[src/rtl/sramRdPkg.sv]
package sramRdPkg;

  typedef enum logic [1:0] {
    ST_IDLE = 2'd0,
    ST_ACC  = 2'd1,
    ST_CAP  = 2'd2
  } seqState_t;

  typedef struct packed {
    logic ceN;
    logic oeN;
    logic weN;
    logic loadAddr;
    logic capture;
    logic emit;
  } seqCtl_t;

endpackage

[src/rtl/sramRdCtrl.sv]
module sramRdCtrl
  import sramRdPkg::*;
(
  input  logic    clk,
  input  logic    rstN,
  input  logic    reqValid,
  output logic    busy,
  output seqCtl_t ctl
);

  seqState_t state, stateNext;
  logic accept;

  assign busy   = (state == ST_ACC);
  assign accept = reqValid && !busy;

  always_comb begin
    stateNext = state;
    case (state)
      ST_IDLE: stateNext = accept ? ST_ACC : ST_IDLE;
      ST_ACC:  stateNext = ST_CAP;
      ST_CAP:  stateNext = accept ? ST_ACC : ST_IDLE;
      default: stateNext = ST_IDLE;
    endcase
  end

  always_ff @(posedge clk) begin
    if (!rstN) state <= ST_IDLE;
    else       state <= stateNext;
  end

  always_comb begin
    ctl.ceN      = (state != ST_ACC);
    ctl.oeN      = (state != ST_ACC);
    ctl.weN      = 1'b1;
    ctl.loadAddr = accept;
    ctl.capture  = (state == ST_ACC);
    ctl.emit     = (state == ST_CAP);
  end

  // the enable strobes are low for one cycle only
  assert_strobe_one_cycle_R2: assert property (@(posedge clk) disable iff (!rstN)
    !ctl.ceN |=> ctl.ceN);


  assert_we_high_R3: assert property (@(posedge clk) disable iff (!rstN)
    ctl.weN);

  // busy never lasts two cycles
  assert_busy_single_R7: assert property (@(posedge clk) disable iff (!rstN)
    busy |=> !busy);

  // an accepted request always leads straight into the access state
  assert_accept_next_R8: assert property (@(posedge clk) disable iff (!rstN)
    (reqValid && !busy) |=> busy);

endmodule

[src/rtl/sramRdPath.sv]
module sramRdPath
  import sramRdPkg::*;
#(
  parameter int ADDR_W = 12,
  parameter int DATA_W = 16
) (
  input  logic              clk,
  input  logic              rstN,
  input  seqCtl_t           ctl,
  input  logic [ADDR_W-1:0] reqAddr,
  input  logic [DATA_W-1:0] memData,
  input  logic              wrReady,
  output logic [ADDR_W-1:0] memAddr,
  output logic [DATA_W-1:0] wrData,
  output logic              wrValid,
  output logic              overflow
);

  logic [ADDR_W-1:0] addrQ;
  logic [DATA_W-1:0] capQ;
  logic [DATA_W-1:0] outQ;
  logic              validQ;
  logic              ovfQ;

  always_ff @(posedge clk) begin
    if (!rstN)             addrQ <= '0;
    else if (ctl.loadAddr) addrQ <= reqAddr;
  end

  always_ff @(posedge clk) begin
    if (!rstN)            capQ <= '0;
    else if (ctl.capture) capQ <= memData;
  end

  always_ff @(posedge clk) begin
    if (!rstN) begin
      outQ   <= '0;
      validQ <= 1'b0;
    end else begin
      validQ <= ctl.emit;
      if (ctl.emit) outQ <= capQ;
    end
  end

  always_ff @(posedge clk) begin
    if (!rstN)                    ovfQ <= 1'b0;
    else if (validQ && !wrReady)  ovfQ <= 1'b1;
  end

  assign memAddr  = addrQ;
  assign wrData   = outQ;
  assign wrValid  = validQ;
  assign overflow = ovfQ;

  // address steady from the access state into the capture state
  assert_addr_stable_R4: assert property (@(posedge clk) disable iff (!rstN)
    !ctl.ceN |=> $stable(memAddr));

  // valid is a pulse
  assert_valid_pulse_R6: assert property (@(posedge clk) disable iff (!rstN)
    wrValid |=> !wrValid);

  // a dropped word raises the flag, which then stays up
  assert_ovf_set_R9: assert property (@(posedge clk) disable iff (!rstN)
    (wrValid && !wrReady) |=> overflow);
  assert_ovf_sticky_R9: assert property (@(posedge clk) disable iff (!rstN)
    overflow |=> overflow);

endmodule

[src/rtl/sramRdSeq.sv]
module sramRdSeq
  import sramRdPkg::*;
#(
  parameter int ADDR_W = 12,
  parameter int DATA_W = 16
) (
  input  logic              clk,
  input  logic              rstN,
  input  logic              reqValid,
  input  logic [ADDR_W-1:0] reqAddr,
  output logic              busy,
  output logic [ADDR_W-1:0] memAddr,
  output logic              memCeN,
  output logic              memOeN,
  output logic              memWeN,
  input  logic [DATA_W-1:0] memData,
  output logic [DATA_W-1:0] wrData,
  output logic              wrValid,
  input  logic              wrReady,
  output logic              overflow
);

  seqCtl_t ctl;

  sramRdCtrl uCtrl (
    .clk      (clk),
    .rstN     (rstN),
    .reqValid (reqValid),
    .busy     (busy),
    .ctl      (ctl)
  );

  sramRdPath #(.ADDR_W(ADDR_W), .DATA_W(DATA_W)) uPath (
    .clk      (clk),
    .rstN     (rstN),
    .ctl      (ctl),
    .reqAddr  (reqAddr),
    .memData  (memData),
    .wrReady  (wrReady),
    .memAddr  (memAddr),
    .wrData   (wrData),
    .wrValid  (wrValid),
    .overflow (overflow)
  );

  assign memCeN = ctl.ceN;
  assign memOeN = ctl.oeN;
  assign memWeN = ctl.weN;

  // both enables move together at the pins
  assert_ce_oe_pair_R2: assert property (@(posedge clk) disable iff (!rstN)
    (memCeN == memOeN));

endmodule

[config.mk]
export PLATFORM = sky130hd
export DESIGN_NAME = sramRdSeq
export DESIGN_NICKNAME = d
export VERILOG_FILES = /design/src/rtl/sramRdPkg.sv /design/src/rtl/sramRdCtrl.sv /design/src/rtl/sramRdPath.sv /design/src/rtl/sramRdSeq.sv
export SDC_FILE = /design/constraint.sdc
export NUM_CORES = 1
export LEC_CHECK = 0
export BUFFER_PORTS_ARGS = -buffer_cell sky130_fd_sc_hd__clkbuf_2
export CORE_MARGIN = 4
export CORE_UTILIZATION = 25
export DETAILED_ROUTE_END_ITERATION = 16
export GPL_TIMING_DRIVEN = 0
export PLACE_DENSITY_LB_ADDON = 0.12
export SLEW_MARGIN = 20
export SYNTH_ARGS = -nofsm -noshare
export SYNTH_HDL_FRONTEND = slang
export SYNTH_HIERARCHICAL = 1
export SYNTH_SLANG_ARGS = --single-unit
[constraint.sdc]
create_clock -name clk -period 1.7 [get_ports clk]
set_input_delay 0.17 -clock clk [delete_from_list [all_inputs] [get_ports clk]]
set_output_delay 0.17 -clock clk [all_outputs]
set_load 0.01 [all_outputs]
# ---- Word-level counts from Yosys, hierarchy flattened
# Index checks and enable logic that the tools add are counted.
# Widths: inputs -> output; s select.
dict set report totals {
  ff_bits 48
  input_bits 32
  out_inout_bits 34
  elab_cells 17
}
dict set report op_classes {
  n_eq_ne 3
  mux 2
  n_reduce_logical 6
}
# operator n
set op_table {}
lappend op_table {{$pmux 2 s2} 1}
lappend op_table {{$eq 2x1->1 const B} 1}
lappend op_table {{$eq 2x2->1 const B} 1}
lappend op_table {{$logic_and 1x1->1} 2}
lappend op_table {{$logic_not 1->1} 2}
lappend op_table {{$logic_not 2->1} 1}
lappend op_table {{$ne 2x1->1 const B} 1}
lappend op_table {{$reduce_or 2->1} 1}
lappend op_table {{$mux 1} 1}

# ---- Longest topological paths before layout
dict set report logic_depth {
  ltp_word 5
  ltp_mapped 7
}

# ---- Cells and area by module
# The synthesis kept the hierarchy.
# mod instances cells_each area_each_um2 seq_area_each_um2
set by_module_without_submodules {}
lappend by_module_without_submodules {sramRdPath 1 147 1755.4 920.9}
lappend by_module_without_submodules {sramRdCtrl 1 13 120.1 40.0}

# ---- Worst setup path after synthesis
# OpenSTA, ideal clock, no wires.
dict set report synth_path {
  path_type {reg2reg}
  start {register uCtrl.state[1]}
  end {register uPath.capQ[10]}
  setup_ps 116
  arrival_time_ps 1107
  required_time_ps 1584
  setup_slack_ps 477
  stages_incl_launch_ff 8
  n_path_buf 3
  cell_sequence {dfxtp_1 > nand2b_4 > inv_2 > buf_4 > buf_6 > buf_12 > mux2i_1 > nor2b_1}
}
dict set report synth_via {
  elab_chain_len 1
}
# item line_no
set synth_rtl {}
lappend synth_rtl {{start: declaration} sramRdCtrl.sv:11} ;# seqState_t state, stateNext;
lappend synth_rtl {{start signal: assignment} sramRdCtrl.sv:29} ;# else state <= stateNext;
lappend synth_rtl {{$eq 2x1->1} n/a}
lappend synth_rtl {{via busy} sramRdSeq.sv:11} ;# output logic busy,
lappend synth_rtl {{end signal: assignment} sramRdPath.sv:32} ;# else if (ctl.capture) capQ <= memData;
lappend synth_rtl {{end: declaration} sramRdPath.sv:20} ;# logic [DATA_W-1:0] capQ;
# The timed path passes the listed nets, and every way through them passes these cells.
# A chain may end at the register's enable or synchronous reset.

==> key figures <==
Status
  • Status: complete, no violations

Pwr
  • LEAKAGE: 1.04 nW
  • VDD IR max: 0.332 mV
  • Sw Ratio: 21.4%
  • Flop pwr share: 51.2%
  • Total power: 2.32 mW
  • P_int: 1.82 mW
  • Psw: 495 uW
  • Comb pwr share: 10.5%
  • Clock share of power: 38.3%
  • Pwr Density: 946 nW/um^2

Layout
  • Nets@finish: 263
  • Layout fillers: 781
  • Most frequent cells in the layout: clkbuf_2, dfxtp_1, nor2b_1
  • Antenna Cells: 0
  • Commonest non-fill, non-tap cell in the layout: clkbuf_2
  • Layout Area Growth over Synthesis: 30.4%
  • Non-Filler Instances: 331
  • Share of cells above drive strength 1: 37.9%

Critical path
  • Endpoint class of the critical path: flip-flop
  • CP peak stage delay: 0.39 ns
  • Critical Path, Cell by Cell: nand2b_4, inv_2, buf_4, buf_6, buf_12, mux2i_1, nor2b_1
  • Required @ worst endpoint: 1.90 ns
  • CP delay by family, top: buffers and inverters
  • FF-to-FF Start: uCtrl/state[0]
  • Reg-to-reg endpoint: uPath/capQ[13]
  • Crit path kind: reg2reg
  • CP max-delay cell: dfxtp_1
  • WP depth: 7
  • Crit path max fanout: 10
  • Arrival time at the worst endpoint: 1.48 ns
  • R2R setup slack: 0.42 ns
  • Crit path launch type: flip-flop
  • Setup crit end: uPath/capQ[13]
  • Reg2reg path depth: 7
  • Critical Path Start: uCtrl/state[0]
  • Buf/Inv on CP: 4

Yosys
  • Post-Syn Nets: 192
  • Main area contributors after synthesis: dfxtp_1, mux2i_1, nor2b_1, buf_12, buf_6
  • Yosys warns: 6
  • Avg Cell Area, Syn: 11.7 um^2
  • Synthesized flop and latch total: 48
  • Register area share after synthesis: 51.2%
  • Synth unique cells: 17
  • Synth Cell Area: 1880 um^2
  • Yosys top cell by area: dfxtp_1
  • Post-synth top area share: 51.2%
  • Syn Inst Count: 160

Global routing
  • Vias in the first global route: 1226
  • Overflow left after global routing: 0
  • Global-route wire length before repair: 5900 um
  • Total Routing Usage GR: 8.73%
  • Pin count of the biggest net entering global routing: 15
  • Initial antenna violation count: 0

Clock network
  • Worst-Skew Late Latency: 0.29 ns
  • Setup Fix Bufs, Post-CTS: 0
  • Clock sinks: 48
  • H-tree levels: 2
  • Clk slew on worst S/H paths: 0.08 ns
  • Clk buf depth: 2
  • Cts repair resizes: 0
  • Hold bufs inserted after CTS: 0
  • Clock tree root buffer cell: clkbuf_8
  • CTS tree: built
  • Num CTS Buffers: 5

Placement
  • Port Buffers: 64
  • Hpwl dp: 2850 um
  • Pre-CTS setup slack: 0.409 ns
  • Cells after DPL: 323
  • Gp weighted congestion: 0.624

Timing
  • Final WS setup: 0.416 ns
  • Fmax: 779 MHz
  • Worst-case clock skew: 0.00316 ns
  • Setup violations, final: 0
  • Final Hold Violating Endpoints: 0
  • Crit path time final: 1.28 ns
  • Setup tns final: 0 ns
  • RSZ-0062 raised after global routing: false
  • Final slew viol count: 0
  • Period utilization: 75.5%

Worst hold path
  • WHS Path Cells: 2
  • HP Class: in2reg

Route
  • WL per Instance: 11.6 um
  • WL final: 3850 um
  • Routed Antenna Nets: 0
  • DRC viols: 0
  • Avg Vias per Cell: 3.77
  • Initial DRC Count: 16
  • Via count of the routed design: 1249
  • Initial DRT Pass Iterations: 2

Floorplan
  • Die footprint: 8950 um^2
  • Io pins: 66
  • Core footprint: 7250 um^2
  • Die X-Extent: 94.6 um
  • FP Rows: 31
  • Vertical die dimension: 94.6 um
  • Initial Utilization: 25.9%

Job
  • Max-capacitance violation count: 0
==> worst reg2reg max path, stage by stage, from the launching register on <==
cell and delay [ns]:
dfxtp_1 0.39, nand2b_4 0.08, inv_2 0.06, buf_4 0.10
buf_6 0.14, buf_12 0.16, mux2i_1 0.19, nor2b_1 0.06
==> power by group through the flow <==
stage	clock network, mW	logic [mW]	registers, mW
floorplan	0	0.150	1.22
detailed placement	0	0.250	1.21
global route	0.973	0.270	1.19
CTS	0.934	0.251	1.19
finish	0.886	0.244	1.19
global placement	0	0.250	1.21
==> cell type report <==
cell class,count,area [um^2],area share (%)
multi-input cells,97,783,32.0
inverters,1,3.75,0.153
flip-flops and latches,48,961,39.3
well taps,99,124,5.06
clock buffers,7,96.3,3.94
clock inverters,1,30.0,1.23
plain buffers,14,128,5.22
repair buffers,64,320,13.1
==> layer usage <==
| layer | global-route usage (%) | part of all wire, % |
|---|---|---|
| met2 | 14.0 | 46 |
| met3 | 3.19 | 7.4 |
| met4 | 3.97 | 1.6 |
| met1 | 10.4 | 45 |
| met5 | 0 | 0 |
==> sequential cells by signal, indices dropped and copies added (netlist names) <==
signal	flops
uPath/memAddr	12
uPath/wrValid	1
uPath/capQ	16
uPath/wrData	16
uPath/overflow	1
uCtrl/state	2
==> stage by stage <==
step                util, %  hold slack (ns)  cell area, um^2
floorplan                 -            0.292             1880
global placement       32.0            0.414             2320
detailed placement     32.0            0.417             2320
CTS                    33.7           0.0956             2450
global route           33.7            0.103             2450
finish                 33.7            0.115             2450
==> how the worst min path moves through the flow <==
stage | slack [ns] | end | start
global route | 0.10 | uCtrl/state[1] | rstN
global placement | 0.41 | uCtrl/state[1] | rstN
finish | 0.11 | uCtrl/state[1] | rstN
floorplan | 0.29 | uCtrl/state[1] | rstN
detailed placement | 0.42 | uCtrl/state[1] | rstN
CTS | 0.1 | uCtrl/state[1] | rstN
==> kinds of logic (layout without fill, tap and decap cells) <==
group | after synthesis | after routing | share of synthesized area (%)
and+or+nand+nor | 51 | 51 | 17.7
DFF | 48 | 48 | 51.2
muxes | 44 | 44 | 23.5
buffers and inverters | 15 | 87 | 7.00
other | 1 | 1 | 0.200
AOI/OAI and AO/OA | 1 | 1 | 0.400
==> cells in the mapped netlist, drive strengths merged <==
cell,count
inv,1
buf,12
dfxtp,48
o21a,1
and2b,1
and3b,1
conb,1
nor2b,45
nand2b,1
clkbuf,2
and2,3
mux2i,44
Power figures use the tool's default switching activity.
